===== src/rtl/bdec_pkg.sv =====
package bdec_pkg;
  localparam int CODE_W = 5;
  localparam int CHAR_W = 7;
  localparam int IDX_W  = CODE_W + 1;

  localparam logic [CODE_W-1:0] CODE_TO_FIG = 5'o33;
  localparam logic [CODE_W-1:0] CODE_TO_LTR = 5'o37;

  typedef enum logic [1:0] {
    ST_IDLE = 2'd0,
    ST_LOOK = 2'd1,
    ST_SEND = 2'd2
  } ctrl_st_e;
endpackage


===== src/rtl/bdec_shift.sv =====
module bdec_shift
  import bdec_pkg::*;
(
  input  logic              clk,
  input  logic              rst_n,
  input  logic              upd_en,
  input  logic [CODE_W-1:0] code,
  output logic              fig_o,
  output logic              is_shift_o
);
  logic fig_q, fig_d;
  logic hit_fig, hit_ltr;

  assign hit_fig    = (code == CODE_TO_FIG);
  assign hit_ltr    = (code == CODE_TO_LTR);
  assign is_shift_o = hit_fig | hit_ltr;

  always_comb begin
    fig_d = fig_q;
    if (upd_en && hit_fig) fig_d = 1'b1;
    if (upd_en && hit_ltr) fig_d = 1'b0;
  end

  always_ff @(posedge clk or negedge rst_n) begin
    if (!rst_n) fig_q <= 1'b0;
    else        fig_q <= fig_d;
  end

  assign fig_o = fig_q;
endmodule


===== src/rtl/bdec_rom.sv =====
module bdec_rom
  import bdec_pkg::*;
(
  input  logic [IDX_W-1:0]  idx,
  output logic [CHAR_W-1:0] ch
);
  always_comb begin
    case (idx)
      // letters half
      6'o01: ch = 7'h54;  6'o02: ch = 7'h0D;  6'o03: ch = 7'h4F;
      6'o04: ch = 7'h20;  6'o05: ch = 7'h48;  6'o06: ch = 7'h4E;
      6'o07: ch = 7'h4D;  6'o10: ch = 7'h0A;  6'o11: ch = 7'h4C;
      6'o12: ch = 7'h52;  6'o13: ch = 7'h47;  6'o14: ch = 7'h49;
      6'o15: ch = 7'h50;  6'o16: ch = 7'h43;  6'o17: ch = 7'h56;
      6'o20: ch = 7'h45;  6'o21: ch = 7'h5A;  6'o22: ch = 7'h44;
      6'o23: ch = 7'h42;  6'o24: ch = 7'h53;  6'o25: ch = 7'h59;
      6'o26: ch = 7'h46;  6'o27: ch = 7'h58;  6'o30: ch = 7'h41;
      6'o31: ch = 7'h57;  6'o32: ch = 7'h4A;  6'o34: ch = 7'h55;
      6'o35: ch = 7'h51;  6'o36: ch = 7'h4B;
      // figures half
      6'o41: ch = 7'h35;  6'o42: ch = 7'h0D;  6'o43: ch = 7'h39;
      6'o44: ch = 7'h20;  6'o45: ch = 7'h23;  6'o46: ch = 7'h2C;
      6'o47: ch = 7'h2E;  6'o50: ch = 7'h0A;  6'o51: ch = 7'h29;
      6'o52: ch = 7'h34;  6'o53: ch = 7'h26;  6'o54: ch = 7'h38;
      6'o55: ch = 7'h30;  6'o56: ch = 7'h3A;  6'o57: ch = 7'h3B;
      6'o60: ch = 7'h33;  6'o61: ch = 7'h22;  6'o62: ch = 7'h24;
      6'o63: ch = 7'h3F;  6'o64: ch = 7'h07;  6'o65: ch = 7'h36;
      6'o66: ch = 7'h21;  6'o67: ch = 7'h2F;  6'o70: ch = 7'h2D;
      6'o71: ch = 7'h32;  6'o72: ch = 7'h27;  6'o74: ch = 7'h37;
      6'o75: ch = 7'h31;  6'o76: ch = 7'h28;
      default: ch = '0;
    endcase
  end
endmodule


===== src/rtl/bdec_ctrl.sv =====
module bdec_ctrl
  import bdec_pkg::*;
(
  input  logic              clk,
  input  logic              rst_n,
  input  logic              load_i,
  input  logic              clear_i,
  input  logic              is_shift_i,
  input  logic [CHAR_W-1:0] rom_char_i,
  input  logic              ready_i,
  output ctrl_st_e          state_o,
  output logic              take_o,
  output logic              look_o,
  output logic              valid_o,
  output logic [CHAR_W-1:0] char_o,
  output logic              done_o
);
  ctrl_st_e          st_q, st_d;
  logic              done_q, done_d;
  logic [CHAR_W-1:0] char_q, char_d;
  logic              char_en;
  logic              silent;

  assign take_o  = load_i && (st_q == ST_IDLE);
  assign look_o  = (st_q == ST_LOOK);
  assign silent  = is_shift_i || (rom_char_i == '0);
  assign char_en = look_o && !silent;

  always_comb begin
    st_d   = st_q;
    done_d = done_q;
    char_d = char_q;
    case (st_q)
      ST_IDLE: begin
        if (take_o) begin
          st_d   = ST_LOOK;
          done_d = 1'b0;
        end else if (clear_i) begin
          done_d = 1'b0;
        end
      end
      ST_LOOK: begin
        if (silent) begin
          st_d   = ST_IDLE;
          done_d = 1'b1;
        end else begin
          st_d = ST_SEND;
        end
      end
      ST_SEND: begin
        if (ready_i) begin
          st_d   = ST_IDLE;
          done_d = 1'b1;
        end
      end
      default: st_d = ST_IDLE;
    endcase
    if (char_en) char_d = rom_char_i;
  end

  always_ff @(posedge clk or negedge rst_n) begin
    if (!rst_n) begin
      st_q   <= ST_IDLE;
      done_q <= 1'b0;
    end else begin
      st_q   <= st_d;
      done_q <= done_d;
    end
  end

  always_ff @(posedge clk or negedge rst_n) begin
    if (!rst_n)       char_q <= '0;
    else if (char_en) char_q <= char_d;
  end

  assign state_o = st_q;
  assign valid_o = (st_q == ST_SEND);
  assign char_o  = char_q;
  assign done_o  = done_q;
endmodule


===== src/rtl/baudot_print_decoder.sv =====
module baudot_print_decoder
  import bdec_pkg::*;
(
  input  logic              clk,
  input  logic              rst_n,
  input  logic              load_i,
  input  logic [CODE_W-1:0] code_i,
  input  logic              clear_i,
  input  logic              test_i,
  output logic              done_o,
  output logic              skip_o,
  output logic [CHAR_W-1:0] char_o,
  output logic              char_valid_o,
  input  logic              char_ready_i
);
  logic [CODE_W-1:0] code_q;
  logic              take;
  logic              look;
  logic              fig;
  logic              is_shift;
  logic [CHAR_W-1:0] rom_char;
  ctrl_st_e          ctrl_st;

  always_ff @(posedge clk or negedge rst_n) begin
    if (!rst_n)    code_q <= '0;
    else if (take) code_q <= code_i;
  end

  bdec_shift u_shift (
    .clk        (clk),
    .rst_n      (rst_n),
    .upd_en     (look),
    .code       (code_q),
    .fig_o      (fig),
    .is_shift_o (is_shift)
  );

  bdec_rom u_rom (
    .idx (({fig, code_q})),
    .ch  (rom_char)
  );

  bdec_ctrl u_ctrl (
    .clk        (clk),
    .rst_n      (rst_n),
    .load_i     (load_i),
    .clear_i    (clear_i),
    .is_shift_i (is_shift),
    .rom_char_i (rom_char),
    .ready_i    (char_ready_i),
    .state_o    (ctrl_st),
    .take_o     (take),
    .look_o     (look),
    .valid_o    (char_valid_o),
    .char_o     (char_o),
    .done_o     (done_o)
  );

  assign skip_o = test_i && done_o;
endmodule


===== config.mk =====
export PLATFORM = sky130hd
export DESIGN_NAME = baudot_print_decoder
export DESIGN_NICKNAME = d
export VERILOG_FILES = /design/src/rtl/bdec_pkg.sv /design/src/rtl/bdec_shift.sv /design/src/rtl/bdec_rom.sv /design/src/rtl/bdec_ctrl.sv /design/src/rtl/baudot_print_decoder.sv
export SDC_FILE = /design/constraint.sdc
export NUM_CORES = 1
export LEC_CHECK = 0
export ABC_AREA = 1
export BUFFER_PORTS_ARGS = -buffer_cell sky130_fd_sc_hd__buf_2
export CAP_MARGIN = 0
export CORE_MARGIN = 2
export CORE_UTILIZATION = 45
export CTS_BUF_LIST = sky130_fd_sc_hd__clkbuf_2 sky130_fd_sc_hd__clkbuf_4 sky130_fd_sc_hd__clkbuf_8
export CTS_CLUSTER_DIAMETER = 100
export CTS_CLUSTER_SIZE = 14
export DETAILED_ROUTE_END_ITERATION = 12
export PLACE_DENSITY_LB_ADDON = 0.05
export RECOVER_POWER = 100
export SLEW_MARGIN = 20
export SYNTH_ARGS = -nofsm -noshare
export SYNTH_HDL_FRONTEND = slang
export SYNTH_SLANG_ARGS = --single-unit

===== constraint.sdc =====
create_clock -name clk -period 2.9 [get_ports clk]
set_clock_uncertainty 0.15 [all_clocks]
set_input_delay 0.435 -clock clk [delete_from_list [all_inputs] [get_ports clk]]
set_output_delay 0.435 -clock clk [all_outputs]
set_load 0.005 [all_outputs]

==> flow_metrics.tcl <==
set metrics [dict create \
    setup_violations 0 \
    start_util_pct 46.9 \
    core-area_um2 3340 \
    cts.sink_count 16 \
    rr_worst_depth 16 \
    cap_viol_max_count 0 \
    cts.repair.resized 0 \
    viasPerCell 5.36 \
    max_freq_mhz 394 \
    cell_chain_of_the_critical_path "inv_1 > ha_1 > inv_1 > nand2_1 > nand2_1 > nor2_1 > nor2_1 > nand2_1 > nand2_1 > inv_2 > nor2_1 > nand3_4 > nand2_4 > nand2_1 > nand2_1 > nand2_1" \
    combinational_family_with_the_most_area_after_synthesis "simple AND/OR/NAND/NOR gates" \
    slew-limit-headroom_pct 39.3 \
    maximum_number_of_pins_on_one_net_before_global_route_repair 23 \
    synth-seq-cells 16 \
    synth_area_um2 1570 \
    post_synth_xor_area_fraction_pct 0 \
    ir_worst_vdd_mv 0.699 \
    yosys.area_share.adder_pct 12.0 \
    crit_path_max_incr_delay_ps 510 \
    whs_path_depth 3 \
    hpwl_after_detailed_placement_mm 3.08 \
    rsz0062_at_grt "no" \
    timing.hold.worst.class "primary input to register" \
    cts_setup_buffers 0 \
    muxShareOfSynthArea_pct 0 \
    first_pass_iters 5 \
    timing.final.hold_violations 0 \
    final_weighted_congestion_in_routability_driven_placement 1.00 \
    crit_path_start_kind "register" \
    clock_tree.root_cell "clkbuf_4" \
    placed_cells_incl_taps 307 \
    r2r_end "u_ctrl.done_o" \
    clock_path_buffers 2 \
    clock_latency_ps 290 \
    die_height_um 63 \
    worst_setup_ep "u_ctrl.done_o" \
    clkTransAtPathRegs_ps 100 \
    initialDrtViolationCount 148 \
    highest_count_cells_in_the_layout_ignoring_fill_and_taps "nand2_1 (91), nand3_1 (44), inv_1 (18), buf_2 (18), dfrtp_1 (16)" \
    dieArea_um2 3970 \
    wirelength_mm 3.98 \
    hold_ws_ps 236 \
    mappedNetlistNets 274 \
    insertedDiodeCount 0 \
    arrival_ps 2580 \
    syn_area_per_cell_um2 6.32 \
    postLayoutCoreUtil_pct 51.5 \
    final_net_count 293 \
    outcome "finished, final reports clean" \
    tritoncts "yes" \
    wl_per_cell_um 12.8 \
    final_layout_size_suffix_gt1_share_pct 13.9 \
    worst_reg2reg_startpoint "code_q[0]" \
    fin_crit_ps 2540 \
    die-width_um 63 \
    p_leak_nw 0.945 \
    slew_violations 0 \
    syn_inst 248 \
    yosysUniqueCellTypes 25 \
    cellPowerDensity_nw_per_um2 1240 \
    drtAntennaViolNets 0 \
    timing.critical_path.required_ps 2940 \
    first_global_vias 1463 \
    setup.worst_path.start "code_q[0]" \
    num_vias 1672 \
    worstSetupPathType "register to register" \
    crit_top_cell "nand2_1" \
    critical_path.endpoint_type "register" \
    leading_cell_type_in_the_layout_fill_and_taps_excluded "nand2_1" \
    synth_compound_area_share_pct 7.03 \
    final_critical_path_setup_slack_ps 363 \
    post-route-period-util_pct 87.5 \
    crit_path_max_fanout 12 \
    synth_simple_gate_area_share_pct 45.3 \
    worst_pin_slew_ps 911 \
    r2r_setup_slack_ps 360 \
    synth-seq-area-share_pct 25.6 \
    wire_length_of_the_first_global_routing_pass_mm 6.73 \
    io_buffer_count 20 \
    post-route-drc-count 0 \
    cp_slowest_cell "dfrtp_1" \
    global_route.overflow_total 0 \
    area_delta_synth_final_pct 9.66 \
    cts-buffers-inserted 3 \
    yosys_warnings 0 \
    grt_antenna_before_repair 0 \
    htree_levels 1 \
    fp-row-count 21 \
    final_cells 312 \
    io-pin-count 21 \
    track_usage_pct 21.1 \
    dp_worst_setup_slack_ps 457 \
    setup-tns-final_ps 0 \
]
## synthesized netlist by cell type
cell type	instances	area, µm²
buf_2	5	25.0
inv_4	1	6.26
dfrtp_1	16	400
clkbuf_1	1	3.75
nor2b_1	1	6.26
nor2_1	14	52.6
nor3_1	2	10.0
nand3_4	1	17.5
o21ai_1	6	30.0
inv_1	18	67.6
o21ai_0	6	30.0
nand4_1	2	12.5
inv_2	5	18.8
nand2_4	1	11.3
a21oi_1	6	30.0
nor2_2	3	18.8
a31oi_1	1	6.26
nand2_1	91	342
buf_6	3	33.8
nand3_1	44	220
clkinv_1	1	3.75
ha_1	15	188
nand2_2	3	18.8
o22ai_1	1	6.26
o31ai_1	1	7.51
## area by class of cell
cell class	count	area, µm²
Timing Repair Buffer	23	123
Multi-Input combinational cell	198	1000
Fill cell	362	1620
Inverter	25	96.3
Clock buffer	4	36.3
Sequential cell	16	400
Tap cell	46	57.6
## worst min-delay path by stage
| stage | startpoint | end | slack, ps |
|---|---|---|---|
| floorplan | rst_n | code_q[0] | -10 |
| global placement | rst_n | u_ctrl.char_o[2] | 240 |
| detailed placement | rst_n | u_ctrl.char_o[3] | 230 |
| CTS | code_i[3] | code_q[3] | 230 |
| global route | code_i[0] | code_q[0] | 240 |
| finish | code_i[1] | code_q[1] | 240 |
## cells by family (layout without fill, tap and decap cells)
| logic type | count (synthesis) | in the layout |
|---|---|---|
| compound gates | 21 | 21 |
| fa+ha+maj | 15 | 15 |
| buf+inv | 34 | 52 |
| flops | 16 | 16 |
| simple gates | 162 | 162 |
## through the flow
stage	power, mW	area [µm²]
finish	2.13	1720
global route	2.37	1720
CTS	2.13	1720
detailed placement	1.97	1680
global placement	2.01	1680
floorplan	1.65	1570
## sequential cells by signal (all words and copies together) (netlist names)
name,flops
u_ctrl.char_o,7
u_ctrl.done_o,1
code_q,5
u_shift.fig_o,1
u_ctrl.state_o,2
## metal layers
| layer | GRT usage [%] | part of all wire, % | vias up |
|---|---|---|---|
| met3 | 2.88 | 9.4 | 10 |
| met5 | 0 | 0 | - |
| met4 | 5.83 | 1.7 | 0 |
| li1 | - | - | 831 |
| met1 | 30.1 | 45 | 740 |
| met2 | 33.1 | 44 | 91 |
## power by group
| part | switching, mW | leakage (nW) | internal, mW |
|---|---|---|---|
| clock | 0.0744 | 0.0210 | 0.0765 |
| sequential | 0.154 | 0.193 | 0.325 |
| combinational | 0.987 | 0.731 | 0.517 |
## repair_timing
item	4_1_cts	5_1_grt
hold buffers	1	0
setup endpoints to repair	0	0
endpoints found under the hold margin	16	0
## critical path: cells and delay by family (launching register included)
kind / cells / cell delay [ps]
and+or+nand+nor: 12 / 1110
buffers and inverters: 3 / 360
adders and majority gates: 1 / 300
DFF: 1 / 510
Note: power is estimated with default switching activity, not from simulation.
